$ cat config.mk
export PLATFORM = sky130hd
export DESIGN_NAME = pll_reprog_seq
export DESIGN_NICKNAME = d
export VERILOG_FILES = /design/src/rtl/pll_seq_pkg.sv /design/src/rtl/pll_seq_datapath.sv /design/src/rtl/pll_seq_ctrl.sv /design/src/rtl/pll_reprog_seq.sv
export SDC_FILE = /design/constraint.sdc
export NUM_CORES = 1
export LEC_CHECK = 0
export BUFFER_PORTS_ARGS = -buffer_cell sky130_fd_sc_hd__buf_2
export CAP_MARGIN = 30
export CORE_MARGIN = 1
export CORE_UTILIZATION = 51
export CTS_BUF_LIST = sky130_fd_sc_hd__clkbuf_8 sky130_fd_sc_hd__clkbuf_16
export CTS_CLUSTER_SIZE = 16
export DETAILED_ROUTE_END_ITERATION = 10
export PLACE_DENSITY = 0.79
export SLEW_MARGIN = 0
export SYNTH_ARGS = -nofsm -noshare
export SYNTH_HDL_FRONTEND = slang
export SYNTH_HIERARCHICAL = 1
export SYNTH_SLANG_ARGS = --single-unit
$ cat constraint.sdc
create_clock -name clk -period 11.1 [get_ports clk]
set_input_delay 1.665 -clock clk [delete_from_list [all_inputs] [get_ports clk]]
set_output_delay 1.665 -clock clk [all_outputs]
set_load 0.05 [all_outputs]
$ cat src/rtl/pll_seq_pkg.sv
package pll_seq_pkg;
  typedef enum logic [2:0] {
    ST_IDLE, ST_SLOW, ST_INT, ST_FB, ST_POST, ST_POLL, ST_NORM
  } seqState_t;

  typedef enum logic [2:0] {
    WK_SLOW, WK_INT, WK_FB, WK_POST, WK_NORM
  } wrKind_t;

  typedef struct packed {
    logic    ldCfg;
    logic    cntClr;
    logic    cntInc;
    wrKind_t wrKind;
  } seqCtrl_t;

  localparam int MODE_LO  = 8;
  localparam int DSM_BIT  = 3;
  localparam int LOCK_BIT = 31;
  localparam logic [1:0] WORD_FB   = 2'd0;
  localparam logic [1:0] WORD_DIV  = 2'd1;
  localparam logic [1:0] WORD_STAT = 2'd2;
  localparam logic [1:0] WORD_MODE = 2'd3;
endpackage

$ cat src/rtl/pll_seq_datapath.sv
module pll_seq_datapath
  import pll_seq_pkg::*;
#(
  parameter int REF_W   = 6,
  parameter int FB_W    = 12,
  parameter int PD_W    = 3,
  parameter int CNT_W   = 16,
  parameter int REF_MHZ = 24,
  parameter int VCO_MIN = 800,
  parameter int VCO_MAX = 3200,
  parameter int OUT_MIN = 16,
  parameter int OUT_MAX = 3200,
  parameter int FB_MIN  = 16,
  parameter int FB_MAX  = 3200
) (
  input  logic             clk,
  input  logic             rstN,
  input  seqCtrl_t         ctrl,
  input  logic [REF_W-1:0] refDivIn,
  input  logic [FB_W-1:0]  fbDivIn,
  input  logic [PD_W-1:0]  postDiv1In,
  input  logic [PD_W-1:0]  postDiv2In,
  input  logic [CNT_W-1:0] lockLimit,
  output logic             cfgOk,
  output logic             timeoutHit,
  output logic [1:0]       busAddr,
  output logic [31:0]      busWrData
);
  localparam int PW = 40;

  logic [REF_W-1:0] refQ;
  logic [FB_W-1:0]  fbQ;
  logic [PD_W-1:0]  pd1Q, pd2Q;
  logic [CNT_W-1:0] cntQ;

  logic [PW-1:0] fbScaled, refP, outDen;

  always_comb begin
    fbScaled = PW'(fbDivIn) * PW'(REF_MHZ);
    refP     = PW'(refDivIn);
    outDen   = refP * PW'(postDiv1In) * PW'(postDiv2In);
    cfgOk = (refDivIn != '0) && (postDiv1In != '0) && (postDiv2In != '0)
         && (fbDivIn >= FB_W'(FB_MIN)) && (fbDivIn <= FB_W'(FB_MAX))
         && (fbScaled >= refP * PW'(VCO_MIN)) && (fbScaled <= refP * PW'(VCO_MAX))
         && (fbScaled >= outDen * PW'(OUT_MIN)) && (fbScaled <= outDen * PW'(OUT_MAX));
  end

  always_ff @(posedge clk or negedge rstN) begin
    if (!rstN) begin
      refQ <= '0;
      fbQ  <= '0;
      pd1Q <= '0;
      pd2Q <= '0;
    end else if (ctrl.ldCfg) begin
      refQ <= refDivIn;
      fbQ  <= fbDivIn;
      pd1Q <= postDiv1In;
      pd2Q <= postDiv2In;
    end
  end

  always_ff @(posedge clk or negedge rstN) begin
    if (!rstN)            cntQ <= '0;
    else if (ctrl.cntClr) cntQ <= '0;
    else if (ctrl.cntInc) cntQ <= cntQ + 1'b1;
  end

  assign timeoutHit = ({1'b0, cntQ} + 1'b1) >= {1'b0, lockLimit};

  always_comb begin
    busAddr   = WORD_MODE;
    busWrData = '0;
    unique case (ctrl.wrKind)
      WK_SLOW: busWrData = {16'h0300, 16'h0000};
      WK_INT:  busWrData = {16'h0008, 16'h0008};
      WK_FB: begin
        busAddr   = WORD_FB;
        busWrData = {16'h0FFF, 4'h0, 12'(fbQ)};
      end
      WK_POST: begin
        busAddr   = WORD_DIV;
        busWrData = {16'h773F, 1'b0, 3'(pd2Q), 1'b0, 3'(pd1Q), 2'b00, 6'(refQ)};
      end
      WK_NORM: busWrData = {16'h0300, 16'h0100};
      default: busWrData = '0;
    endcase
  end


  cfg_hold_chk: assert property (@(posedge clk) disable iff (!rstN)
    !ctrl.ldCfg |=> ($stable(fbQ) && $stable(refQ) && $stable(pd1Q) && $stable(pd2Q)));


  cnt_bound_chk: assert property (@(posedge clk) disable iff (!rstN)
    (ctrl.cntInc && lockLimit != '0) |-> cntQ < lockLimit);
endmodule

$ cat src/rtl/pll_seq_ctrl.sv
module pll_seq_ctrl
  import pll_seq_pkg::*;
(
  input  logic     clk,
  input  logic     rstN,
  input  logic     startReq,
  input  logic     cfgOk,
  input  logic     timeoutHit,
  input  logic     lockIn,
  output seqCtrl_t ctrl,
  output logic     busWrEn,
  output logic     busRdEn,
  output logic     busy,
  output logic     done,
  output logic     error
);
  seqState_t stateQ, stateD;
  logic doneQ, doneD, errQ, errD;

  always_comb begin
    stateD  = stateQ;
    doneD   = doneQ;
    errD    = errQ;
    ctrl    = '{ldCfg: 1'b0, cntClr: 1'b0, cntInc: 1'b0, wrKind: WK_SLOW};
    busWrEn = 1'b0;
    busRdEn = 1'b0;
    unique case (stateQ)
      ST_IDLE: if (startReq) begin
        ctrl.ldCfg  = 1'b1;
        ctrl.cntClr = 1'b1;
        doneD       = 1'b0;
        errD        = !cfgOk;
        if (cfgOk) stateD = ST_SLOW;
      end
      ST_SLOW: begin busWrEn = 1'b1; ctrl.wrKind = WK_SLOW; stateD = ST_INT;  end
      ST_INT:  begin busWrEn = 1'b1; ctrl.wrKind = WK_INT;  stateD = ST_FB;   end
      ST_FB:   begin busWrEn = 1'b1; ctrl.wrKind = WK_FB;   stateD = ST_POST; end
      ST_POST: begin busWrEn = 1'b1; ctrl.wrKind = WK_POST; stateD = ST_POLL; end
      ST_POLL: begin
        busRdEn     = 1'b1;
        ctrl.wrKind = WK_NORM;
        if (lockIn) stateD = ST_NORM;
        else if (timeoutHit) begin
          stateD = ST_IDLE;
          errD   = 1'b1;
        end else ctrl.cntInc = 1'b1;
      end
      ST_NORM: begin
        busWrEn     = 1'b1;
        ctrl.wrKind = WK_NORM;
        stateD      = ST_IDLE;
        doneD       = 1'b1;
      end
      default: stateD = ST_IDLE;
    endcase
  end

  always_ff @(posedge clk or negedge rstN) begin
    if (!rstN) begin
      stateQ <= ST_IDLE;
      doneQ  <= 1'b0;
      errQ   <= 1'b0;
    end else begin
      stateQ <= stateD;
      doneQ  <= doneD;
      errQ   <= errD;
    end
  end

  assign busy  = stateQ != ST_IDLE;
  assign done  = doneQ;
  assign error = errQ;


  flag_excl_chk: assert property (@(posedge clk) disable iff (!rstN) !(done && error));


  end_flag_chk: assert property (@(posedge clk) disable iff (!rstN)
    $fell(busy) |-> (done || error));


  strobe_excl_chk: assert property (@(posedge clk) disable iff (!rstN)
    $onehot0({busWrEn, busRdEn}));
endmodule

$ cat src/rtl/pll_reprog_seq.sv
module pll_reprog_seq
  import pll_seq_pkg::*;
#(
  parameter int REF_W = 6,
  parameter int FB_W  = 12,
  parameter int PD_W  = 3,
  parameter int CNT_W = 16
) (
  input  logic             clk,
  input  logic             rstN,
  input  logic             startReq,
  input  logic [REF_W-1:0] refDivIn,
  input  logic [FB_W-1:0]  fbDivIn,
  input  logic [PD_W-1:0]  postDiv1In,
  input  logic [PD_W-1:0]  postDiv2In,
  input  logic [CNT_W-1:0] lockLimit,
  output logic             busWrEn,
  output logic             busRdEn,
  output logic [1:0]       busAddr,
  output logic [31:0]      busWrData,
  input  logic [31:0]      busRdData,
  output logic             busy,
  output logic             done,
  output logic             error
);
  seqCtrl_t ctrl;
  logic cfgOk, timeoutHit, rdAddr;
  logic [1:0] dpAddr;

  assign rdAddr  = busRdEn;
  assign busAddr = rdAddr ? WORD_STAT : dpAddr;

  pll_seq_ctrl u_ctrl (
    .clk(clk), .rstN(rstN), .startReq(startReq), .cfgOk(cfgOk),
    .timeoutHit(timeoutHit), .lockIn(busRdData[LOCK_BIT]), .ctrl(ctrl),
    .busWrEn(busWrEn), .busRdEn(busRdEn), .busy(busy), .done(done), .error(error)
  );

  pll_seq_datapath #(.REF_W(REF_W), .FB_W(FB_W), .PD_W(PD_W), .CNT_W(CNT_W)) u_dp (
    .clk(clk), .rstN(rstN), .ctrl(ctrl), .refDivIn(refDivIn), .fbDivIn(fbDivIn),
    .postDiv1In(postDiv1In), .postDiv2In(postDiv2In), .lockLimit(lockLimit),
    .cfgOk(cfgOk), .timeoutHit(timeoutHit), .busAddr(dpAddr), .busWrData(busWrData)
  );


  norm_after_lock_chk: assert property (@(posedge clk) disable iff (!rstN)
    (busWrEn && busAddr == WORD_MODE && busWrData[MODE_LO] && busWrData[16+MODE_LO])
      |-> $past(busRdEn && busRdData[LOCK_BIT]));
endmodule

==> flow_summary.toml, run 1 <==
[sta]
tns_ps = 0
rsz0062_at_grt = "false"
fmax_ghz = 0.112
drv_slew = 0
period_needed_ps = 8950
finalCritPeriodShare = 0.806
final_hold_viol_count = 0
holdWs_ps = 502
max_slew_margin = 0.603
fin_ws_ps = 2150
worst_slew_pin_slew_ps = 589
skew_ps = 6.48
setup_violations = 0

[worst_hold_path]
min_from = "u_dp/pd2Q[2]$_DFFE_PN0P_"
min_path_cells = 1
hp-class = "reg2reg"
holdPathEnd = "u_dp/pd2Q[2]$_DFFE_PN0P_"

[routing]
routed-via-count = 5968
drt_wl_total_um = 16000
wire_per_inst_um = 14.9
antenna_left = 0
drt_pass1_iterations = 8
drt_iter0_markers = 410
drc = 1
viasPerCell = 5.53

[yosys]
synth.area.top_cells = "ha_1, dfrtp_1, fa_1"
seq_area_frac_synth = 0.156
synthTopCellsByCount = "ha_1, inv_1, nand2_1, nor2_1, dfrtp_1"
avgSynthCellArea_um2 = 8.62
yosys.area.top_type_share = 0.288
synth_area_leader_cell = "ha_1"
synth-seq-cells = 45
synth_edf_count = 0
yosysWarnings = 6
synth_area_um2 = 7220
synth_cells = 838
synth_top_flop_cell = "dfrtp_1"
async_flop_share = 1.00
yosysUniqueCellTypes = 62
synth.most_common_cell = "ha_1"

[cells_and_area]
register_area_um2 = 1130
drive_gt1_frac = 0.146
fin_cells = 1079
multi_input_area_um2 = 5520
nets = 1161
syn_to_final_growth_pct = 9.49
nFillCells = 1221
antenna_cells = 0

[critical_path]
reg2reg_from = "u_dp/cntQ[0]$_DFFE_PN0P_"
r2r_slack_ps = 6870
slowest_stage = "fa_1"
r2r_end = "u_dp/cntQ[4]$_DFFE_PN0P_"
critPathMaxStageDelay_ps = 540
critical_path_arrival_ps = 9090
cp_max_fo = 11
startpoint_type = "input port"
rr_worst_depth = 19
cp.required_ps = 11240
worstSetupEndpointType = "register"
cpMostUsedCell = "ha_1"
crit_buf_inv = 3
critical_path_class = "in2reg"
path_delay_family = "adder cells"

[pwr]
seqPwrFrac = 0.117
p_int_mw = 1.05
power_mw = 2.23
netSwitchingFraction = 0.528
vdd_drop_max_mv = 0.282
power_frac_clock = 0.088
combPwrFrac = 0.795
p_sw_mw = 1.18
leakagePower_nw = 4.35
p_per_area_nw_per_um2 = 282

[clock_tree]
htreeDepth = 2
cts_root_buffer = "clkbuf_16"
post_cts_buffers = 0
clock_latency_ps = 290
clk_path_buf_depth = 2
hold_buffers = 0
clk_pin_slew_ps = 60
cts_sinks = 45
cts_tree = "yes"
cts_resized = 0
cts-buffers-inserted = 5

[die]
dieArea_um2 = 14600
die_height_um = 121
io_pins = 114
die_x_um = 121
start_util = 0.522
core.rowCount = 43
coreArea_um2 = 13800

[global_routing]
grt_pass1_vias = 5788
grt_overflow = 0
antenna_found_initial = 0
grt_pass1_wl_um = 27100
grtUsageTotal = 0.228
grt_max_degree = 41

[placed_design]
hpwl_um = 13000
io_buffers = 80
dp_slack_ps = 1930
dp.cells = 1071
place_congestion = 0.826

[flow_run]
cap_violations = 0

[status]
violations = "design-rule violations"
outcome = "finished, violations left"
registers in the layout, indices dropped and copies added (netlist names):
| signal | flops |
|---|---|
| u_dp/pd1Q | 3 |
| u_dp/refQ | 6 |
| u_dp/pd2Q | 3 |
| u_dp/fbQ | 12 |
| u_dp/cntQ | 16 |
| u_ctrl/done | 1 |
| u_ctrl/stateQ | 3 |
| u_ctrl/error | 1 |
logic make-up (layout without fill, tap and decap cells):
group | after synthesis | in the layout | synth area share
AOI/OAI and AO/OA | 135 | 135 | 0.120
DFF | 45 | 45 | 0.156
muxes | 35 | 35 | 0.0527
and+or+nand+nor | 233 | 233 | 0.164
buffers and inverters | 139 | 199 | 0.0814
xor gates and xnor gates | 61 | 61 | 0.0750
other | 1 | 2 | 0.000519
adders and majority gates | 189 | 189 | 0.350
power by group through the flow:
stage | sequential [mW] | combinational, mW | clock, mW
floorplan | 0.251 | 1.40 | 0
global placement | 0.258 | 1.68 | 0
detailed placement | 0.261 | 1.75 | 0
CTS | 0.259 | 1.77 | 0.198
global route | 0.268 | 2.00 | 0.205
finish | 0.260 | 1.77 | 0.196
cell type report:
class / count / share of cell area
multi-input cells: 655 / 0.698
repair buffers: 84 / 0.0560
inverters: 107 / 0.0508
flip-flops and latches: 45 / 0.142
clock inverters: 3 / 0.00870
clock buffers: 5 / 0.0158
well taps: 180 / 0.0285
metrics by stage:
step | util | cell area, µm²
after floorplan | - | 7230
after global placement | 0.556 | 7690
after detailed placement | 0.558 | 7710
after CTS | 0.572 | 7910
after global routing | 0.572 | 7910
final | 0.572 | 7910
routing by layer:
layer  routed length [µm]  global-route usage
met4                  291              0.0586
met5                    0                   0
met3                  477              0.0160
met1                 7690               0.311
met2                 7570               0.389
placed cells by master, fill, tap and decap left out, drive strengths merged, types with 5 or more instances in the layout:
master,netlist,routed
nor2,50,50
mux2i,11,11
nor4,8,8
and3,17,17
xor2,39,39
mux2,24,24
xnor2,22,22
nand2b,10,10
clkbuf,12,5
nand4,9,9
dfrtp,45,45
o211ai,6,6
and2,20,20
inv,107,108
o21ai,24,24
nor2b,14,14
o21a,9,9
buf,20,84
nand2,61,61
a21o,15,15
ha,166,166
a21oi,40,40
o21bai,5,5
nand3,19,19
a31oi,5,5
fa,22,22
nor3,13,13
worst max-delay path by stage:
| stage | slack, ps | startpoint | endpoint | depth (start not counted) |
|---|---|---|---|---|
| detailed placement | 1930 | refDivIn[0] | u_ctrl/stateQ[0]$_DFFE_PN0P_ | 30 |
| CTS | 2220 | refDivIn[0] | u_ctrl/stateQ[0]$_DFFE_PN0P_ | 30 |
| global route | 1610 | refDivIn[0] | u_ctrl/error$_DFFE_PN0P_ | 33 |
| floorplan | 2900 | postDiv1In[0] | u_ctrl/stateQ[0]$_DFFE_PN0P_ | 34 |
| finish | 2150 | refDivIn[0] | u_ctrl/stateQ[0]$_DFFE_PN0P_ | 31 |
| global placement | 1970 | refDivIn[0] | u_ctrl/stateQ[0]$_DFFE_PN0P_ | 34 |
Power figures use the tool's default switching activity.
==> inputs of run 2 (changes only) <==
--- a/config.mk
+++ b/config.mk
@@ -5,6 +5,7 @@
 export SDC_FILE = /design/constraint.sdc
 export NUM_CORES = 1
 export LEC_CHECK = 0
+export ABC_AREA = 1
 export BUFFER_PORTS_ARGS = -buffer_cell sky130_fd_sc_hd__buf_2
 export CAP_MARGIN = 30
 export CORE_MARGIN = 1
==> constraint.sdc (replaced) <==
create_clock -name clk -period 8.3 [get_ports clk]
set_input_delay 1.245 -clock clk [delete_from_list [all_inputs] [get_ports clk]]
set_output_delay 1.245 -clock clk [all_outputs]
set_load 0.05 [all_outputs]
==> flow_summary.toml, run 2 <==
[yosys]
yosysWarnings = 6
synthTopCellsByCount = "nand2_1, inv_1, ha_1, nor2_1, a21oi_1"
synth_edf_count = 0
yosysUniqueCellTypes = 42
synth.most_common_cell = "nand2_1"
synth_cells = 1082
synth_area_leader_cell = "ha_1"
seq_area_frac_synth = 0.148
async_flop_share = 1.00
synth_area_um2 = 7590
synth-seq-cells = 45
synth.area.top_cells = "ha_1, dfrtp_1, nand2_1"
synth_top_flop_cell = "dfrtp_1"
avgSynthCellArea_um2 = 7.01
yosys.area.top_type_share = 0.274

[clock_tree]
htreeDepth = 2
cts_root_buffer = "clkbuf_16"
post_cts_buffers = 0
clk_pin_slew_ps = 60
clk_path_buf_depth = 2
cts-buffers-inserted = 5
cts_tree = "yes"
clock_latency_ps = 290
cts_sinks = 45

[cells_and_area]
antenna_cells = 0
top_regs = "u_dp/cntQ x16, u_dp/fbQ x12, u_dp/refQ x6"
largest_reg_flops = 16
nets = 1421
regMostFlops = "u_dp/cntQ"
syn_to_final_growth_pct = 10.4
most-common-layout-cells = "nand2_1, inv_1, ha_1"
drive_gt1_frac = 0.110
final_common_cell = "nand2_1"

[global_routing]
grt_max_degree = 50
grt_overflow = 0
grt_pass1_vias = 6495
grt_pass1_wl_um = 29200
antenna_found_initial = 0
grtUsageTotal = 0.236

[critical_path]
cp.required_ps = 8510
critPathMaxStageDelay_ps = 510
startpoint_type = "input port"
r2r_slack_ps = 3830
worstSetupEndpointType = "register"
r2r_end = "u_dp/cntQ[9]$_DFFE_PN0P_"
cp_max_fo = 7
slowest_stage = "fa_1"
rr_worst_depth = 22
reg2reg_from = "u_dp/cntQ[0]$_DFFE_PN0P_"
critical_path_class = "in2reg"
critical_path_arrival_ps = 8060
cpMostUsedCell = "ha_1"

[placed_design]
hpwl_um = 14500
place_congestion = 0.897
io_buffers = 80

[routing]
wire_per_inst_um = 12.9
routed-via-count = 7006
drt_pass1_iterations = 5
viasPerCell = 5.22
drt_iter0_markers = 381
drc = 0
antenna_left = 0
drt_wl_total_um = 17300

[sta]
rsz0062_at_grt = "false"
skew_ps = 6.96
worst_slew_pin_slew_ps = 805
max_slew_margin = 0.457
drv_slew = 0
tns_ps = 0
fmax_ghz = 0.127
setup_violations = 0
final_hold_viol_count = 0
period_needed_ps = 7860
finalCritPeriodShare = 0.947

[status]
outcome = "complete, no violations"

[die]
die_height_um = 124
io_pins = 114
dieArea_um2 = 15400
coreArea_um2 = 14500
die_x_um = 124
start_util = 0.522
core.rowCount = 44

[worst_hold_path]
min_path_cells = 2
hp-class = "reg2reg"
holdPathEnd = "u_ctrl/error$_DFFE_PN0P_"
min_from = "u_ctrl/error$_DFFE_PN0P_"

[flow_run]
cap_violations = 0
run 2: kinds of logic (layout without fill, tap and decap cells):
kind of cell	after synthesis	count (layout)	share of synthesized area
xor+xnor	39	39	0.0450
flops	45	45	0.148
buf+inv	252	328	0.131
compound gates	146	146	0.108
simple gates	411	411	0.235
other cells	1	2	0.000494
fa+ha+maj	188	188	0.332
run 2: worst max-delay path by stage:
stage,start,to,slack (ps)
finish,refDivIn[1],u_ctrl/stateQ[0]$_DFFE_PN0P_,440
global route,refDivIn[1],u_ctrl/stateQ[0]$_DFFE_PN0P_,2
global placement,refDivIn[1],u_ctrl/stateQ[0]$_DFFE_PN0P_,230
floorplan,postDiv1In[2],u_ctrl/stateQ[0]$_DFFE_PN0P_,680
detailed placement,refDivIn[1],u_ctrl/stateQ[0]$_DFFE_PN0P_,100
CTS,refDivIn[1],u_ctrl/stateQ[0]$_DFFE_PN0P_,360
run 2: layout make-up:
cell class,instances,area [µm²]
Clock buffer,5,125
Clock inverter,3,50.0
Fill cell,1353,6160
Inverter,226,848
Multi-Input combinational cell,786,5480
Sequential cell,45,1130
Tap cell,184,230
Timing Repair Buffer,94,518
run 2: critical path: cells and delay by family:
family,cells,cell delay [ps]
compound gates,4,590
buf+inv,5,560
xor+xnor,3,670
fa+ha+maj,10,3790
simple gates,12,1170
run 2: per-stage QoR:
stage,hold WS (ps),setup slack [ps],utilization,instances,area (µm²)
global placement,472,231,0.562,1334,8170
global route,516,2.35,0.576,1343,8380
finish,485,442,0.576,1343,8380
detailed placement,482,95.8,0.564,1335,8190
floorplan,490,677,-,1083,7590
CTS,496,360,0.576,1343,8370
run 2: repair_timing:
action,in CTS,in global routing
resized for setup,0,2
hold buffers,0,0
endpoints found under the setup margin,0,2
run 2: layer usage:
layer | routed length [µm] | vias up | share of wire | track usage
met5 | 0 | - | 0 | 0
met4 | 206 | 0 | 0.012 | 0.0461
met3 | 859 | 19 | 0.050 | 0.0192
met2 | 7990 | 177 | 0.46 | 0.406
met1 | 8280 | 3194 | 0.48 | 0.324
li1 | - | 3616 | - | -
Power of run 2 is not shown: default switching activity piles up to over one toggle a cycle in this logic, so the estimate is an artifact.
